**src/rtl/dbm_pkg.sv**
```systemverilog
package dbm_pkg;
  localparam int WORD_W = 32;
  localparam int PTR_W  = 8;

  localparam logic [3:0] OFS_TXWIN = 4'h0;
  localparam logic [3:0] OFS_HCSR  = 4'h4;
  localparam logic [3:0] OFS_RXWIN = 4'h8;
  localparam logic [3:0] OFS_CCSR  = 4'hC;

  localparam int B_IE  = 0;
  localparam int B_IS  = 1;
  localparam int B_GEN = 2;
  localparam int B_RDY = 3;
  localparam int B_RST = 4;
  localparam int B_OVF = 5;

  typedef struct packed {
    logic rst;
    logic rdy;
    logic gen;
    logic is;
    logic ie;
  } side_t;

  function automatic logic [WORD_W-1:0] pack_csr(side_t s, logic ovf,
                                                 logic [PTR_W-1:0] rp,
                                                 logic [PTR_W-1:0] wp,
                                                 logic [PTR_W-1:0] dep);
    return {dep, wp, rp, 2'b00, ovf, s.rst, s.rdy, s.gen, s.is, s.ie};
  endfunction
endpackage

```
**src/rtl/dbm_side.sv**
```systemverilog
module dbm_side
  import dbm_pkg::*;
(
  input  logic       clk,
  input  logic       rst_n,
  input  logic       csr_wr,
  input  logic [4:0] wbits,
  input  logic       peer_gen,
  input  logic       link_clr,
  output side_t      st,
  output logic       irq
);
  always_ff @(posedge clk or negedge rst_n) begin
    if (!rst_n) begin
      st <= '0;
    end else begin
      st.gen <= csr_wr & wbits[B_GEN];
      st.is  <= (st.is & ~(csr_wr & wbits[B_IS])) | peer_gen;
      if (csr_wr) begin
        st.ie  <= wbits[B_IE];
        st.rst <= wbits[B_RST];
      end
      if (link_clr)
        st.rdy <= 1'b0;
      else if (csr_wr)
        st.rdy <= wbits[B_RDY];
    end
  end

  assign irq = st.ie & st.is;
endmodule

```
**src/rtl/dbm_ring.sv**
```systemverilog
module dbm_ring
  import dbm_pkg::*;
#(
  parameter int DEPTH = 8
) (
  input  logic              clk,
  input  logic              rst_n,
  input  logic              flush,
  input  logic              push,
  input  logic [WORD_W-1:0] push_data,
  input  logic              pop,
  input  logic              ovf_clr,
  output logic [PTR_W-1:0]  wr_ptr,
  output logic [PTR_W-1:0]  rd_ptr,
  output logic [WORD_W-1:0] head,
  output logic              full,
  output logic              empty,
  output logic              ovf
);
  localparam int IW = (DEPTH > 1) ? $clog2(DEPTH) : 1;
  localparam logic [PTR_W-1:0] DEP_V = PTR_W'(DEPTH);

  logic [WORD_W-1:0] slots [DEPTH];
  logic [PTR_W-1:0]  fill;

  assign fill  = wr_ptr - rd_ptr;
  assign full  = (fill == DEP_V);
  assign empty = (fill == '0);
  assign head  = slots[rd_ptr[IW-1:0]];

  always_ff @(posedge clk) begin
    if (push && !full && !flush)
      slots[wr_ptr[IW-1:0]] <= push_data;
  end

  always_ff @(posedge clk or negedge rst_n) begin
    if (!rst_n) begin
      wr_ptr <= '0;
      rd_ptr <= '0;
      ovf    <= 1'b0;
    end else if (flush) begin
      wr_ptr <= '0;
      rd_ptr <= '0;
      ovf    <= 1'b0;
    end else begin
      if (push && !full) wr_ptr <= wr_ptr + 1'b1;
      if (pop && !empty) rd_ptr <= rd_ptr + 1'b1;
      if (push && full)  ovf <= 1'b1;
      else if (ovf_clr)  ovf <= 1'b0;
    end
  end
endmodule

```
**src/rtl/doorbell_ring_mbox.sv**
```systemverilog
module doorbell_ring_mbox
  import dbm_pkg::*;
#(
  parameter int DEPTH = 8
) (
  input  logic        clk,
  input  logic        rst_n,
  input  logic [3:0]  h_addr,
  input  logic        h_wr,
  input  logic [31:0] h_wdata,
  output logic [31:0] h_rdata,
  input  logic [3:0]  c_addr,
  input  logic        c_wr,
  input  logic        c_rd,
  input  logic [4:0]  c_wdata,
  output logic [31:0] c_rdata,
  output logic        h_irq,
  output logic        c_irq
);
  localparam logic [PTR_W-1:0] DEP_V = PTR_W'(DEPTH);

  logic h_csr_wr, c_csr_wr, h_push, c_pop, rst_evt, hold;
  side_t h_st, c_st;
  logic [PTR_W-1:0]  wr_ptr, rd_ptr;
  logic [WORD_W-1:0] head, h_csr, c_csr;
  logic full, empty, ovf;

  assign h_csr_wr = h_wr && (h_addr == OFS_HCSR);
  assign c_csr_wr = c_wr && (c_addr == OFS_CCSR);
  assign h_push   = h_wr && (h_addr == OFS_TXWIN);
  assign c_pop    = c_rd && (c_addr == OFS_RXWIN);
  assign rst_evt  = (h_csr_wr && h_wdata[B_RST]) || (c_csr_wr && c_wdata[B_RST]);
  assign hold     = rst_evt || h_st.rst || c_st.rst;

  dbm_side u_hside (
    .clk(clk), .rst_n(rst_n), .csr_wr(h_csr_wr), .wbits(h_wdata[4:0]),
    .peer_gen(c_st.gen), .link_clr(rst_evt), .st(h_st), .irq(h_irq)
  );

  dbm_side u_cside (
    .clk(clk), .rst_n(rst_n), .csr_wr(c_csr_wr), .wbits(c_wdata),
    .peer_gen(h_st.gen), .link_clr(rst_evt), .st(c_st), .irq(c_irq)
  );

  dbm_ring #(.DEPTH(DEPTH)) u_ring (
    .clk(clk), .rst_n(rst_n), .flush(hold), .push(h_push), .push_data(h_wdata),
    .pop(c_pop), .ovf_clr(h_csr_wr && h_wdata[B_OVF]),
    .wr_ptr(wr_ptr), .rd_ptr(rd_ptr), .head(head),
    .full(full), .empty(empty), .ovf(ovf)
  );

  assign h_csr = pack_csr(h_st, ovf, rd_ptr, wr_ptr, DEP_V);
  assign c_csr = pack_csr(c_st, 1'b0, rd_ptr, wr_ptr, DEP_V);

  always_comb begin
    unique case (h_addr)
      OFS_HCSR: h_rdata = h_csr;
      OFS_CCSR: h_rdata = c_csr;
      default:  h_rdata = '0;
    endcase
  end

  always_comb begin
    unique case (c_addr)
      OFS_RXWIN: c_rdata = empty ? '0 : head;
      OFS_HCSR:  c_rdata = h_csr;
      OFS_CCSR:  c_rdata = c_csr;
      default:   c_rdata = '0;
    endcase
  end
endmodule

```
**config.mk**
```make
export PLATFORM = sky130hd
export DESIGN_NAME = doorbell_ring_mbox
export DESIGN_NICKNAME = d
export VERILOG_FILES = /design/src/rtl/dbm_pkg.sv /design/src/rtl/dbm_side.sv /design/src/rtl/dbm_ring.sv /design/src/rtl/doorbell_ring_mbox.sv
export SDC_FILE = /design/constraint.sdc
export NUM_CORES = 1
export LEC_CHECK = 0
export ABC_AREA = 1
export ABC_CLOCK_PERIOD_IN_PS = 5700
export CAP_MARGIN = 20
export CELL_PAD_IN_SITES_DETAIL_PLACEMENT = 2
export CELL_PAD_IN_SITES_GLOBAL_PLACEMENT = 2
export CORE_AREA = 2 2 157 274
export CTS_CLUSTER_SIZE = 40
export DETAILED_ROUTE_END_ITERATION = 6
export DIE_AREA = 0 0 159 276
export MAX_ROUTING_LAYER = met4
export PLACE_DENSITY = 0.69
export SLEW_MARGIN = 0
export SYNTH_ARGS = -nofsm -noshare
export SYNTH_HDL_FRONTEND = slang
export SYNTH_SLANG_ARGS = --single-unit
```
**constraint.sdc**
```tcl
create_clock -name clk -period 5.7 [get_ports clk]
set_clock_uncertainty 0.1 [all_clocks]
set_input_delay 1.14 -clock clk [delete_from_list [all_inputs] [get_ports clk]]
set_output_delay 1.14 -clock clk [all_outputs]
set_load 0.01 [all_outputs]
```
### Word-level counts from Yosys, hierarchy flattened

Memories as Yosys holds them, arrays and structs flattened.
Index checks and enable logic that the tools add are counted.

| storage, ports and cells | value |
|---|---|
| memories | 1 |
| word-level logic and storage cells | 75 |
| flip-flop bits (word level) | 27 |
| memory bits (writable) | 256 |
| output and inout bits | 66 |
| input bits | 50 |

| cells by class | value |
|---|---|
| add/subtract/negate cells | 3 |
| bitwise operators | 12 |
| muxes and demuxes | 16 |
| reduce and logical (&&, ||, !) cells | 24 |
| equality and inequality tests | 6 |

Memories:

| memory | words | width | rd ports | clocked after Yosys merged registers in | write ports | line | RTL |
|---|---|---|---|---|---|---|---|
| u_ring.slots | 8 | 32 | 1 | 0 | 1 | dbm_ring.sv:23 | `logic [WORD_W-1:0] slots [DEPTH];` |

Operator list:

| operator | number |
|---|---|
| case mux 32 bit (3 select lines) | 1 |
| case mux 28 bit (2 select lines) | 1 |
| 2-to-1 mux 32 bit | 1 |
| 2-to-1 mux 8 bit | 4 |
| adder 8 x 1 -> 8 bit (second input constant) | 2 |
| equality test 4 bit (second input constant) | 3 |
| logical AND 1 bit | 11 |
| 2-to-1 mux 1 bit | 9 |
| AND 1 bit | 8 |
| equality test 4 x 3 -> 1 bit (second input constant) | 2 |
| equality test 8 x 4 -> 1 bit (second input constant) | 1 |
| logical NOT 8 bit | 1 |
| nonzero test 2 bit | 4 |
| subtractor 8 bit | 1 |
| logical NOT 4 bit | 1 |
| logical NOT 1 bit | 3 |
| logical OR 1 bit | 3 |
| nonzero test 3 bit | 1 |
| NOT 1 bit | 2 |
| bitwise OR 1 bit | 2 |

### Longest topological paths before layout

| depth | value |
|---|---|
| word-level depth | 10 |
| mapped depth | 15 |
| gate-level depth less buffers | 14 |

### Cells and area by module

From an unflattened synthesis, not the netlist that was laid out.

| second synthesis, totals | value |
|---|---|
| cell total of the unflattened synthesis | 1,167 |
| area total of the unflattened synthesis | 12,634.6 um^2 |

By module, submodules not included:

| module | cells an instance | area each (um^2) | times used | seq. area each (um^2) |
|---|---|---|---|---|
| dbm_ring | 943 | 11,315.9 | 1 | 8,112.8 |
| doorbell_ring_mbox | 176 | 918.4 | 1 | 0.0 |
| dbm_side | 24 | 200.2 | 2 | 125.1 |

### Least setup slack after synthesis

OpenSTA, ideal clock, no wires.

| timing | value |
|---|---|
| kind | register to register |
| start | register u_ring.rd_ptr[1] |
| end | memory u_ring.slots[0][0], enable pin |
| clock period less this slack | 4,104 ps |
| setup slack | 1,596 ps |
| required time | 5,179 ps |
| library setup time | 421 ps |
| arrival | 3,583 ps |
| cell stages (with the launch flop) | 14 |
| path buffers | 3 |
| path through | dfrtp_1 > inv_1 > clkbuf_1 > buf_1 > ha_1 > nand2_1 > nand2_1 > nand2_1 > xor2_1 > nor2_1 > nand3_1 > buf_2 > nand4_2 > nor2_1 |

| between the ends | value |
|---|---|
| word-level cells in the longest chain between the ends | 7 |

Ends and longest elaborated chain:

| element | line | RTL |
|---|---|---|
| start: declaration | dbm_ring.sv:14 | `output logic [PTR_W-1:0] rd_ptr,` |
| start signal: assignment | dbm_ring.sv:47 | `if (pop && !empty) rd_ptr <= rd_ptr + 1'b1;` |
| subtractor 8 bit | dbm_ring.sv:26 | `assign fill = wr_ptr - rd_ptr;` |
| equality test 8 x 4 -> 1 bit | dbm_ring.sv:27 | `assign full = (fill == DEP_V);` |
| logical NOT 1 bit | dbm_ring.sv:32 | `if (push && !full && !flush)` |
| logical AND 1 bit (2 in a row) | dbm_ring.sv:32 |  |
| 2-to-1 mux 1 bit | dbm_ring.sv:32 |  |
| 2-to-1 mux 1 bit (not written as such) | dbm_ring.sv:33 | `slots[wr_ptr[IW-1:0]] <= push_data;` |
| end: declaration | dbm_ring.sv:23 |  |

Every way passes these cells.

### Worst setup path in the final report

| timing | value |
|---|---|
| start | register u_ring.rd_ptr[1] |
| end | output c_rdata[5] |

| between the ends | value |
|---|---|
| word-level cells in the longest chain between the ends | 4 |
| elaborated cells between the ends (all ways) | 5 |
| classes of those cells | add/sub: 1; mux: 2; reduce/logical: 1; memory: 1 |

Ends and longest elaborated chain:

| element | line | RTL |
|---|---|---|
| subtractor 8 bit | dbm_ring.sv:26 |  |
| logical NOT 8 bit | dbm_ring.sv:28 | `assign empty = (fill == '0);` |
| 2-to-1 mux 32 bit (*) | doorbell_ring_mbox.sv:65 | `OFS_RXWIN: c_rdata = empty ? '0 : head;` |
| case mux 32 bit (3 select lines) (*) | doorbell_ring_mbox.sv:64 | `unique case (c_addr)` |
| end: declaration | doorbell_ring_mbox.sv:16 | `output logic [31:0] c_rdata,` |

Every way passes the cells marked *; elsewhere a longest branch is shown, timed or not.

==> run metrics <==
met1 usage in global routing=0.190; area delta synth->final=21.2%; Residual DRC=0; via count of the first global-routing pass=10200; number of search-and-repair iterations in the first detailed-routing pass=6; Setup crit start kind=register; PwrDens=287 nW/um2; CTS sink count=283; Worst-Margin Slew=1.01 ns; netlist area before placement=12400 um2; Fmax achieved=200 MHz; Setup crit end kind=output pin; yosys synthesis warning count=0; RSZ-0062 raised after global routing=false; number of top-level pins=116; hold path cells=2; number of hold buffers added after CTS=0; instance count of the mapped netlist=1100; Die X=159 um; post-synthesis sequential element count=283; crit path launch=u_ring.rd_ptr[1]$_DFFE_PN0P_; internal power component=3.39 mW; largest area contributor in the synthesized netlist=sky130_fd_sc_hd__edfxtp_1; Cell Rows=99; total chip power=4.31 mW; area share of the largest cell type after synthesis=0.622; vias after detailed routing=8893; total routing resource utilization after global routing=0.182; Max VDD drop=0.203 mV; mean cell area of the mapped netlist=11.2 um2; clock period minus final worst setup slack=5.01 ns; # resized after CTS=0; depth of the worst register-to-register path=12; critical hold path startpoint=u_hside.st[2]$_DFF_PN0_; DP HPWL=25200 um; proportion of synthesized chip area in sequential cells=0.676; Net Sw Power=912 uW; area of the placeable core=41600 um2; antenna violations before repair=2; die footprint=43900 um2; Max Slew Vio Count=0; global routing met2 resource utilization=0.351; outcome=complete, no violations; cell types with the largest area share after synthesis=sky130_fd_sc_hd__edfxtp_1 (62%), sky130_fd_sc_hd__nand2_1 (8.5%), sky130_fd_sc_hd__dfrtp_1 (5.5%); layout cell share with drive strength beyond 1=0.0789; largest net degree at the start of global routing=82; leakage power=5.52 nW; die height=276 um; count of distinct cell types in the synthesized netlist=39; residual overflow from global routing=0; TritonCTS clock tree=done; Crit Path Class=reg -> out; cell chosen for the clock root=sky130_fd_sc_hd__clkbuf_16; clock buffers created by TritonCTS=27; CTS max path bufs=3; launch instance of the worst register-to-register path=u_ring.rd_ptr[1]$_DFFE_PN0P_; Crit Path Max Fanout=23; grt met3 use=0.0218; Total Neg Setup Slack=0 ns; combinational cell fraction of total power=0.039; worst rel slew slack=0.324; final setup violation count=0; register share of total power=0.531; worst hold path endpoint=u_cside.st[1]$_DFF_PN0_; number of input and output port buffers inserted=106; layout net count=1255; starting density of the core=0.297; hold crit path type=reg -> reg; Detailed Route Iter0 Violations=488; Clock Latency Late Sink=0.56 ns; reg-to-reg endpoint=u_ring.slots[3][21]$_DFFE_PP_; switching share of power=0.212; worst reg2reg setup slack=2.01 ns; count of antenna-violating nets left after detailed routing=0; busiest layer in global routing=met2; drt total wl=39300 um; final worst-path cycle share=0.878; wire length of the first global-routing pass=60400 um; Clock Pin Slew Worst Setup and Hold Paths=0.07 ns; relative contribution of the clock network to total power=0.430; number of max-capacitance violations reported=0; setup fix buffers added after clock tree synthesis=0; H-Tree Level Count=1; Data required, critical path=4.46 ns; Final GP Congestion=0.728; Critical Path AT=3.77 ns; WL/cell=22.2 um; Hold Violations, Final=0; detail-routed via count per cell=5.01
## cell usage after synthesis (all sizes together)
master and count:
a21boi 1, a21oi 89, a221oi 22, a32o 8, a32oi 10, and2b 1, buf 43, clkbuf 27
conb 1, dfrtp 27, edfxtp 256, ha 9, inv 76, nand2 283, nand3 60, nand4 29
nor2 80, nor3 7, nor3b 1, o21ai 27, o21bai 5, o22ai 12, o31ai 11, o32ai 1
or2 2, xnor2 1, xor2 11
## layout by cell type (no fill, tap or decap), types with 4 or more instances in the layout
cell / n
sky130_fd_sc_hd__a21oi_1: 89
sky130_fd_sc_hd__a221oi_1: 22
sky130_fd_sc_hd__a32o_1: 8
sky130_fd_sc_hd__a32oi_1: 10
sky130_fd_sc_hd__buf_4: 20
sky130_fd_sc_hd__bufinv_16: 4
sky130_fd_sc_hd__clkbuf_1: 5
sky130_fd_sc_hd__clkbuf_16: 27
sky130_fd_sc_hd__clkdlybuf4s50_1: 106
sky130_fd_sc_hd__clkinv_1: 5
sky130_fd_sc_hd__clkinv_2: 5
sky130_fd_sc_hd__conb_1: 9
sky130_fd_sc_hd__dfrtp_1: 26
sky130_fd_sc_hd__edfxtp_1: 256
sky130_fd_sc_hd__ha_1: 9
sky130_fd_sc_hd__inv_1: 73
sky130_fd_sc_hd__nand2_1: 280
sky130_fd_sc_hd__nand3_1: 59
sky130_fd_sc_hd__nand4_1: 28
sky130_fd_sc_hd__nor2_1: 67
sky130_fd_sc_hd__nor2_2: 4
sky130_fd_sc_hd__nor2_4: 9
sky130_fd_sc_hd__nor3_1: 7
sky130_fd_sc_hd__o21ai_0: 13
sky130_fd_sc_hd__o21ai_1: 4
sky130_fd_sc_hd__o21ai_2: 10
sky130_fd_sc_hd__o21bai_1: 5
sky130_fd_sc_hd__o22ai_1: 12
sky130_fd_sc_hd__o31ai_1: 11
sky130_fd_sc_hd__xor2_1: 11
## logic make-up after synthesis
| group | count (synthesis) | synth area share |
|---|---|---|
| flops | 283 | 0.676 |
| other cells | 1 | 0.000303 |
| xor+xnor | 12 | 0.00850 |
| fa+ha+maj | 9 | 0.00911 |
| simple gates | 463 | 0.159 |
| compound gates | 186 | 0.0962 |
| buf+inv | 146 | 0.0508 |
## power groups by stage
stage	Sequential, mW	Combinational [mW]	Clock, mW
4_1_cts	2.28	0.171	1.90
2_1_floorplan	2.33	0.0710	0
3_5_place_dp	2.33	0.169	0
3_3_place_gp	2.33	0.163	0
5_1_grt	2.28	0.186	1.97
6_report	2.28	0.169	1.85
## routing by layer
| layer | up-vias | part of all wire |
|---|---|---|
| li1 | 4059 | - |
| met1 | 4580 | 0.38 |
| met2 | 184 | 0.56 |
| met3 | 70 | 0.036 |
| met4 | 0 | 0.028 |
| met5 | - | 0 |
## critical path: stages (launching register included)
cell and delay [ns]:
sky130_fd_sc_hd__dfrtp_1 0.39, sky130_fd_sc_hd__inv_2 0.24, sky130_fd_sc_hd__ha_1 0.31, sky130_fd_sc_hd__nand2_1 0.13, sky130_fd_sc_hd__nand2_1 0.12, sky130_fd_sc_hd__nand2_1 0.11, sky130_fd_sc_hd__nand3_1 0.08, sky130_fd_sc_hd__nand2_1 0.07
sky130_fd_sc_hd__nand2_1 0.08, sky130_fd_sc_hd__nor2_2 0.20, sky130_fd_sc_hd__nand3_4 0.34, sky130_fd_sc_hd__nand2_4 0.47, sky130_fd_sc_hd__o21ai_0 0.17, sky130_fd_sc_hd__clkdlybuf4s50_1 0.51
## stage by stage
stage | worst slack [ns] | std cells | utilization | area [um2] | hold WS (ns)
4_1_cts | 0.610 | 1772 | 0.360 | 15000 | 0.402
5_1_grt | 0.399 | 1774 | 0.360 | 15000 | 0.419
6_report | 0.694 | 1774 | 0.360 | 15000 | 0.393
3_5_place_dp | 1.02 | 1722 | 0.338 | 14100 | 0.369
2_1_floorplan | 1.60 | 1108 | - | 12400 | 0.333
3_3_place_gp | 1.16 | 1722 | 0.338 | 14100 | 0.365
## registers in the layout, indices dropped and copies added, names as in the netlist
name,count
u_ring.slots,256
u_ring.rd_ptr,8
u_ring.ovf,1
u_ring.wr_ptr,8
u_hside.st,5
u_cside.st,5
## layout make-up
| class | instances | area [um2] |
|---|---|---|
| flip-flops and latches | 283 | 8370 |
| inverters | 76 | 287 |
| well taps | 555 | 694 |
| diodes | 2 | 5.00 |
| clock buffers | 32 | 694 |
| fillers | 4405 | 26600 |
| repair buffers | 129 | 1270 |
| multi-input cells | 679 | 3460 |
| clock inverters | 18 | 200 |
## worst max-delay path by stage
stage | end | cells past startpoint
floorplan | u_ring.slots[0][0]$_DFFE_PP_ | 13
global placement | c_rdata[8] | 7
detailed placement | c_rdata[5] | 7
CTS | c_rdata[5] | 13
global route | c_rdata[5] | 13
finish | c_rdata[5] | 13
Note: power is estimated with default switching activity, not from simulation.
